### src/rtl/hub_port_pkg.sv
package hub_port_pkg;
  localparam int REG_W = 16;

  localparam int B_CONN     = 0;
  localparam int B_CONN_CHG = 1;
  localparam int B_EN       = 2;
  localparam int B_EN_CHG   = 3;
  localparam int B_DMINUS   = 4;
  localparam int B_DPLUS    = 5;
  localparam int B_RESUME   = 6;
  localparam int B_LOWSPD   = 8;
  localparam int B_RST      = 9;
  localparam int B_SUSP     = 12;

  typedef struct packed {
    logic conn;
    logic conn_chg;
    logic en;
    logic en_chg;
    logic rst;
    logic susp;
  } port_state_t;

  typedef struct packed {
    logic clr_conn_chg;
    logic en;
    logic clr_en_chg;
    logic rst;
    logic susp;
  } port_ctl_t;

  typedef struct packed {
    logic low_speed;
    logic resume;
    logic dplus;
    logic dminus;
  } port_line_t;
endpackage

### src/rtl/hub_port_decode.sv
module hub_port_decode #(
  parameter int NUM_PORTS = 2,
  parameter int ADDR_W    = 8,
  parameter int BASE      = 16
) (
  input  logic [ADDR_W-1:0]    addr_i,
  output logic [NUM_PORTS-1:0] sel_o
);
  localparam int STRIDE = 2;

  for (genvar k = 0; k < NUM_PORTS; k++) begin : g_sel
    assign sel_o[k] = (addr_i == ADDR_W'(BASE + STRIDE * k));
  end
endmodule

### src/rtl/hub_port_cell.sv
module hub_port_cell
  import hub_port_pkg::*;
(
  input  logic             clk_i,
  input  logic             rst_ni,
  input  logic             wr_i,
  input  port_ctl_t        ctl_i,
  input  logic             connect_i,
  input  port_line_t       line_i,
  output port_state_t      state_o,
  output logic [REG_W-1:0] word_o
);
  port_state_t q, d;
  logic conn_evt, disc_evt;

  assign conn_evt = connect_i ^ q.conn;
  assign disc_evt = q.conn & ~connect_i;

  always_comb begin
    d      = q;
    d.conn = connect_i;
    if (wr_i) begin
      d.en   = ctl_i.en;
      d.rst  = ctl_i.rst;
      d.susp = ctl_i.susp;
      if (ctl_i.clr_conn_chg) d.conn_chg = 1'b0;
      if (ctl_i.clr_en_chg)   d.en_chg   = 1'b0;
    end
    // hardware events take priority over software clears and enables
    if (conn_evt) d.conn_chg = 1'b1;
    if (disc_evt && q.en) d.en_chg = 1'b1;
    if (disc_evt || d.rst) d.en = 1'b0;
  end

  always_ff @(posedge clk_i or negedge rst_ni) begin
    if (!rst_ni) q <= '0;
    else         q <= d;
  end

  always_comb begin
    word_o             = '0;
    word_o[B_CONN]     = q.conn;
    word_o[B_CONN_CHG] = q.conn_chg;
    word_o[B_EN]       = q.en;
    word_o[B_EN_CHG]   = q.en_chg;
    word_o[B_DMINUS]   = line_i.dminus;
    word_o[B_DPLUS]    = line_i.dplus;
    word_o[B_RESUME]   = line_i.resume;
    word_o[B_LOWSPD]   = line_i.low_speed;
    word_o[B_RST]      = q.rst;
    word_o[B_SUSP]     = q.susp;
  end

  assign state_o = q;
endmodule

### src/rtl/hub_port_rdmux.sv
module hub_port_rdmux #(
  parameter int NUM_PORTS = 2,
  parameter int REG_W     = 16
) (
  input  logic [NUM_PORTS-1:0]            sel_i,
  input  logic [NUM_PORTS-1:0][REG_W-1:0] words_i,
  output logic [REG_W-1:0]                rdata_o
);
  always_comb begin
    rdata_o = '0;
    for (int k = 0; k < NUM_PORTS; k++) begin
      if (sel_i[k]) rdata_o = rdata_o | words_i[k];
    end
  end
endmodule

### src/rtl/hub_port_regs.sv
module hub_port_regs
  import hub_port_pkg::*;
#(
  parameter int NUM_PORTS = 2,
  parameter int ADDR_W    = 8,
  parameter int BASE      = 16
) (
  input  logic                 clk_i,
  input  logic                 rst_ni,
  input  logic [ADDR_W-1:0]    addr_i,
  input  logic                 wr_en_i,
  input  logic                 wr_word_i,
  input  logic [15:0]          wdata_i,
  output logic [15:0]          rdata_o,
  input  logic [NUM_PORTS-1:0] connect_i,
  input  logic [NUM_PORTS-1:0] low_speed_i,
  input  logic [NUM_PORTS-1:0] dplus_i,
  input  logic [NUM_PORTS-1:0] dminus_i,
  input  logic [NUM_PORTS-1:0] resume_i,
  output logic [NUM_PORTS-1:0] port_enable_o,
  output logic [NUM_PORTS-1:0] port_reset_o,
  output logic [NUM_PORTS-1:0] port_suspend_o
);
  logic [NUM_PORTS-1:0]            sel;
  logic [NUM_PORTS-1:0][REG_W-1:0] words;
  logic [NUM_PORTS-1:0]            conn_vec, csc_vec, pedc_vec;
  logic                            wr_fire;
  port_ctl_t                       ctl;
  logic                            wr_unused;

  assign wr_fire = wr_en_i & wr_word_i;

  assign ctl.clr_conn_chg = wdata_i[B_CONN_CHG];
  assign ctl.en           = wdata_i[B_EN];
  assign ctl.clr_en_chg   = wdata_i[B_EN_CHG];
  assign ctl.rst          = wdata_i[B_RST];
  assign ctl.susp         = wdata_i[B_SUSP];
  assign wr_unused = ^{wdata_i[15:13], wdata_i[11:10], wdata_i[8:4], wdata_i[0]};

  hub_port_decode #(
    .NUM_PORTS(NUM_PORTS), .ADDR_W(ADDR_W), .BASE(BASE)
  ) u_dec (
    .addr_i(addr_i),
    .sel_o (sel)
  );

  for (genvar k = 0; k < NUM_PORTS; k++) begin : g_port
    port_state_t st;
    port_line_t  ln;
    assign ln.low_speed = low_speed_i[k];
    assign ln.resume    = resume_i[k];
    assign ln.dplus     = dplus_i[k];
    assign ln.dminus    = dminus_i[k];

    hub_port_cell u_cell (
      .clk_i    (clk_i),
      .rst_ni   (rst_ni),
      .wr_i     (wr_fire & sel[k]),
      .ctl_i    (ctl),
      .connect_i(connect_i[k]),
      .line_i   (ln),
      .state_o  (st),
      .word_o   (words[k])
    );

    assign port_enable_o[k]  = st.en;
    assign port_reset_o[k]   = st.rst;
    assign port_suspend_o[k] = st.susp;
    assign conn_vec[k]       = st.conn;
    assign csc_vec[k]        = st.conn_chg;
    assign pedc_vec[k]       = st.en_chg;
  end

  hub_port_rdmux #(
    .NUM_PORTS(NUM_PORTS), .REG_W(REG_W)
  ) u_rd (
    .sel_i  (sel),
    .words_i(words),
    .rdata_o(rdata_o)
  );
endmodule

### config.mk
export PLATFORM = sky130hd
export DESIGN_NAME = hub_port_regs
export DESIGN_NICKNAME = d
export VERILOG_FILES = /design/src/rtl/hub_port_pkg.sv /design/src/rtl/hub_port_decode.sv /design/src/rtl/hub_port_cell.sv /design/src/rtl/hub_port_rdmux.sv /design/src/rtl/hub_port_regs.sv
export SDC_FILE = /design/constraint.sdc
export NUM_CORES = 1
export LEC_CHECK = 0
export ABC_AREA = 1
export BUFFER_PORTS_ARGS = -buffer_cell sky130_fd_sc_hd__buf_2
export CAP_MARGIN = 20
export CORE_ASPECT_RATIO = 0.75
export CORE_UTILIZATION = 41
export CTS_CLUSTER_SIZE = 20
export DETAILED_ROUTE_END_ITERATION = 12
export GPL_ROUTABILITY_DRIVEN = 0
export PLACE_DENSITY = 0.81
export SYNTH_ARGS = -nofsm -noshare
export SYNTH_HDL_FRONTEND = slang
export SYNTH_SLANG_ARGS = --single-unit
### constraint.sdc
create_clock -name clk_i -period 1.1 [get_ports clk_i]
set_input_delay 0.11 -clock clk_i [delete_from_list [all_inputs] [get_ports clk_i]]
set_output_delay 0.11 -clock clk_i [all_outputs]
set_load 0.05 [all_outputs]
==> summary.md <==
| Metric | Value |
|---|---|
| Outcome | `finished, violations left` |
| Violated checks | `negative setup slack` |
| Vias in the first global route | `898` |
| Clock network fraction of design power | `between 30% and 40%` |
| Crit path launch type | `input pin` |
| Clock Sinks | `12` |
| Fin crit share | `106.2%` |
| Clk_lat worst skew | `~0.27 ns` |
| Data required time of the critical path | `just under 1 ns` |
| Total gr overflow | `0` |
| Total Routing Usage GR | `19.50%` |
| Post-Syn Area per Cell | `approximately 7.3 µm²` |
| Vias per cell | `4.911` |
| Die span in y | `42.65 µm` |
| M2 GR Usage | `36.43%` |
| Final Hold Vio Count | `0` |
| Global-route wire length before repair | `3.608 mm` |
| Clock-pin slew on the worst setup and hold paths | `0.07 ns` |
| Clock Tree Root | `clkbuf_4` |
| DRT Wirelength | `2.738 mm` |
| Skew final | `0.002633 ns` |
| YS warnings | `0` |
| Footprint of the multi-input gates | `519.2 µm²` |
| First drt pass iteration count | `4` |
| Register Area | `~300 µm²` |
| Drt wl/cell | `13.49 µm` |
| Crit-path max FO | `6` |
| Std-Cell Rows | `14` |
| Post-Synthesis Cells | `around 120` |
| Slowest-stage cell, CP | `nor2_4` |
| Minimum clock period after layout | `1.169 ns` |
| Area after DPL | `1100 µm²` |
| Busiest layer in global routing | `met2` |
| Vias | `~1000` |
| Max reg flops | `12` |
| Combinational share of power | `24.6%` |
| Min-delay worst type | `input pin to flop` |
| Initial antenna violation count | `0` |
| Fmax | `between 0.8 and 0.9 GHz` |
| Max incr delay on CP | `0.17 ns` |
| DRC errors left | `0` |
| Die width | `56.20 µm` |
| Crit path DAT | `1.06 ns` |
| Setup WS pre-CTS | `-0.05984 ns` |
| Met3 Usage GRT | `6.098%` |
| Final setup violation count | `6` |
| Max Slew Vio Count | `0` |
| Cell area after synthesis | `903.4 µm²` |
| Setup repair after global routing missed its margin | `true` |
| Antenna Nets Post-Route | `0` |
| Top-Level Pins | `60` |
| TritonCTS clock tree | `built` |
| Initial DRC Count | `38` |
| Seq/Total Area, Yosys | `roughly 33%` |
| Final Power | `0.001076 W` |
| Switch Pwr | `0.0003235 W` |
| WHS | `0.1208 ns` |
| Detailed placement HPWL | `1.661 mm` |
| CP Capture Type | `output port` |
| P&R area growth vs syn | `62.19%` |
| Final worst slack | `-0.06863 ns` |
| H-tree levels | `1` |
| Peak VDD IR | `0.0008588 V` |
| Critical path, cell by cell | `buf_2 -> inv_1 -> nand2_2 -> nor2_4 -> clkbuf_16 -> nand3_1 -> nand2_1 -> buf_6` |
| Global Route met1 Usage | `a little over a fifth` |
| CTS Buffer Depth | `2` |
| WS Path Type | `input pin to output port` |
| Final nets | `220` |
| Num CTS Buffers | `3` |
| Count of different cell masters after synthesis | `17` |
| Largest net degree at the start of global routing | `14` |
| N_diodes | `0` |
| Power Density | `around 730 nW/µm²` |
| Initial cell density of the core | `44.08%` |
| Die area | `2397 µm²` |
| Buffers added on ports | `42` |
| Synthesis-stage register bit count | `12` |
| Sequential share of power | `42.6%` |
| Core ar. | `2049 µm²` |
| Fillers | `164` |
| Pleak | `0.8333 nW` |
| Fraction of layout cells with a size suffix above 1 | `between 50% and 60%` |
| Sw frac | `around 30%` |
| Fin area | `approximately 1500 µm²` |
| Pint | `0.0007523 W` |
| Max-cap viol count | `0` |
-- power by group through the flow --
stage               logic, W  clock network [W]  registers [W]
detailed placement  0.000205                  0       0.000466
global placement    0.000197                  0       0.000465
finish              0.000264           0.000353       0.000458
CTS                 0.000217           0.000360       0.000457
floorplan           0.000149                  0       0.000464
global route        0.000282           0.000382       0.000460
-- final timing paths --
path	cells past startpoint	slack (ns)	to	start
worst max-delay path	8	-0.07	rdata_o[9]	addr_i[0]
worst min-delay path	3	0.12	g_port[1].u_cell.state_o[0]$_DFFE_PN0P_	wdata_i[12]
worst max register to register	5	0.12	g_port[1].u_cell.state_o[3]$_DFFE_PN0P_	g_port[1].u_cell.state_o[1]$_DFF_PN0_
worst min register to register	2	0.49	g_port[0].u_cell.state_o[4]$_DFFE_PN0P_	g_port[0].u_cell.state_o[4]$_DFFE_PN0P_
max in group asynchronous	2	0.66	g_port[1].u_cell.state_o[0]$_DFFE_PN0P_	rst_ni
min in group asynchronous	2	0.23	g_port[0].u_cell.state_o[1]$_DFF_PN0_	rst_ni
-- cell families (layout without fill, tap and decap cells) --
logic type / Yosys count / after routing / synth area share [%]
simple gates: 70 / 70 / 40.30
other cells: 1 / 6 / 0.4151
fa+ha+maj: 2 / 2 / 2.770
buf+inv: 33 / 83 / 19.94
flops: 12 / 12 / 33.24
compound gates: 6 / 6 / 3.324
-- area by class of cell --
type / instances / area share (%)
timing repair buffer: 61 / 34.93
clock buffer: 4 / 2.477
tap: 24 / 2.050
inverter: 18 / 4.611
multi-input combinational: 84 / 35.44
sequential: 12 / 20.50
-- what timing repair did --
item,in CTS,in global routing
buffers inserted,2,8
endpoints found under the hold margin,14,0
resized for setup,19,45
cloned,0,1
endpoints found under the setup margin,10,13
hold buffers,3,0
pin swaps,3,18
-- cells in the final DEF (no fill, tap or decap), types with 6 or more instances in the layout --
cell       n
buf_2     25
nand2_1   22
nand2_2   20
buf_4     13
inv_1     12
dfrtp_1   12
buf_8      6
o21ai_1    6
conb_1     6
nand3_1   10
inv_2      6
buf_6      9
clkbuf_4   6
-- worst max-delay path: cells and delay by family --
family | cells | cell delay, ns
buffers and inverters | 4 | 0.51
AND/OR/NAND/NOR | 4 | 0.43
-- metrics by stage --
stage	TNS [ns]	util, %	std cells
final	-0.1384	71.49	203
after global routing	-0.5959	71.49	203
after CTS	-0.04683	60.50	194
after detailed placement	-0.5631	53.66	185
after global placement	-0.6277	53.66	185
after floorplan	0	-	129
-- cell usage after synthesis --
master | instances | share of area [%]
nand4_1 | 2 | 1.4
nand3_4 | 2 | 3.9
nor2_1 | 4 | 1.7
buf_4 | 15 | 12
ha_1 | 2 | 2.8
dfrtp_1 | 12 | 33
nand2_2 | 4 | 2.8
nor2_2 | 3 | 2.1
conb_1 | 1 | 0.42
nand3_1 | 12 | 6.6
nor2_8 | 1 | 2.2
nand2_1 | 39 | 16
inv_1 | 15 | 6.2
inv_2 | 3 | 1.2
nand3_2 | 2 | 2.2
o21ai_1 | 6 | 3.3
nor2_4 | 1 | 1.2
-- layer usage --
layer	part of all wire (%)	vias up	routed length, µm
met3	5.7	2	156
met4	0.40	0	11
li1	-	473	-
met5	0	-	0
met1	38	471	1031
met2	56	51	1538
Power figures use the tool's default switching activity.
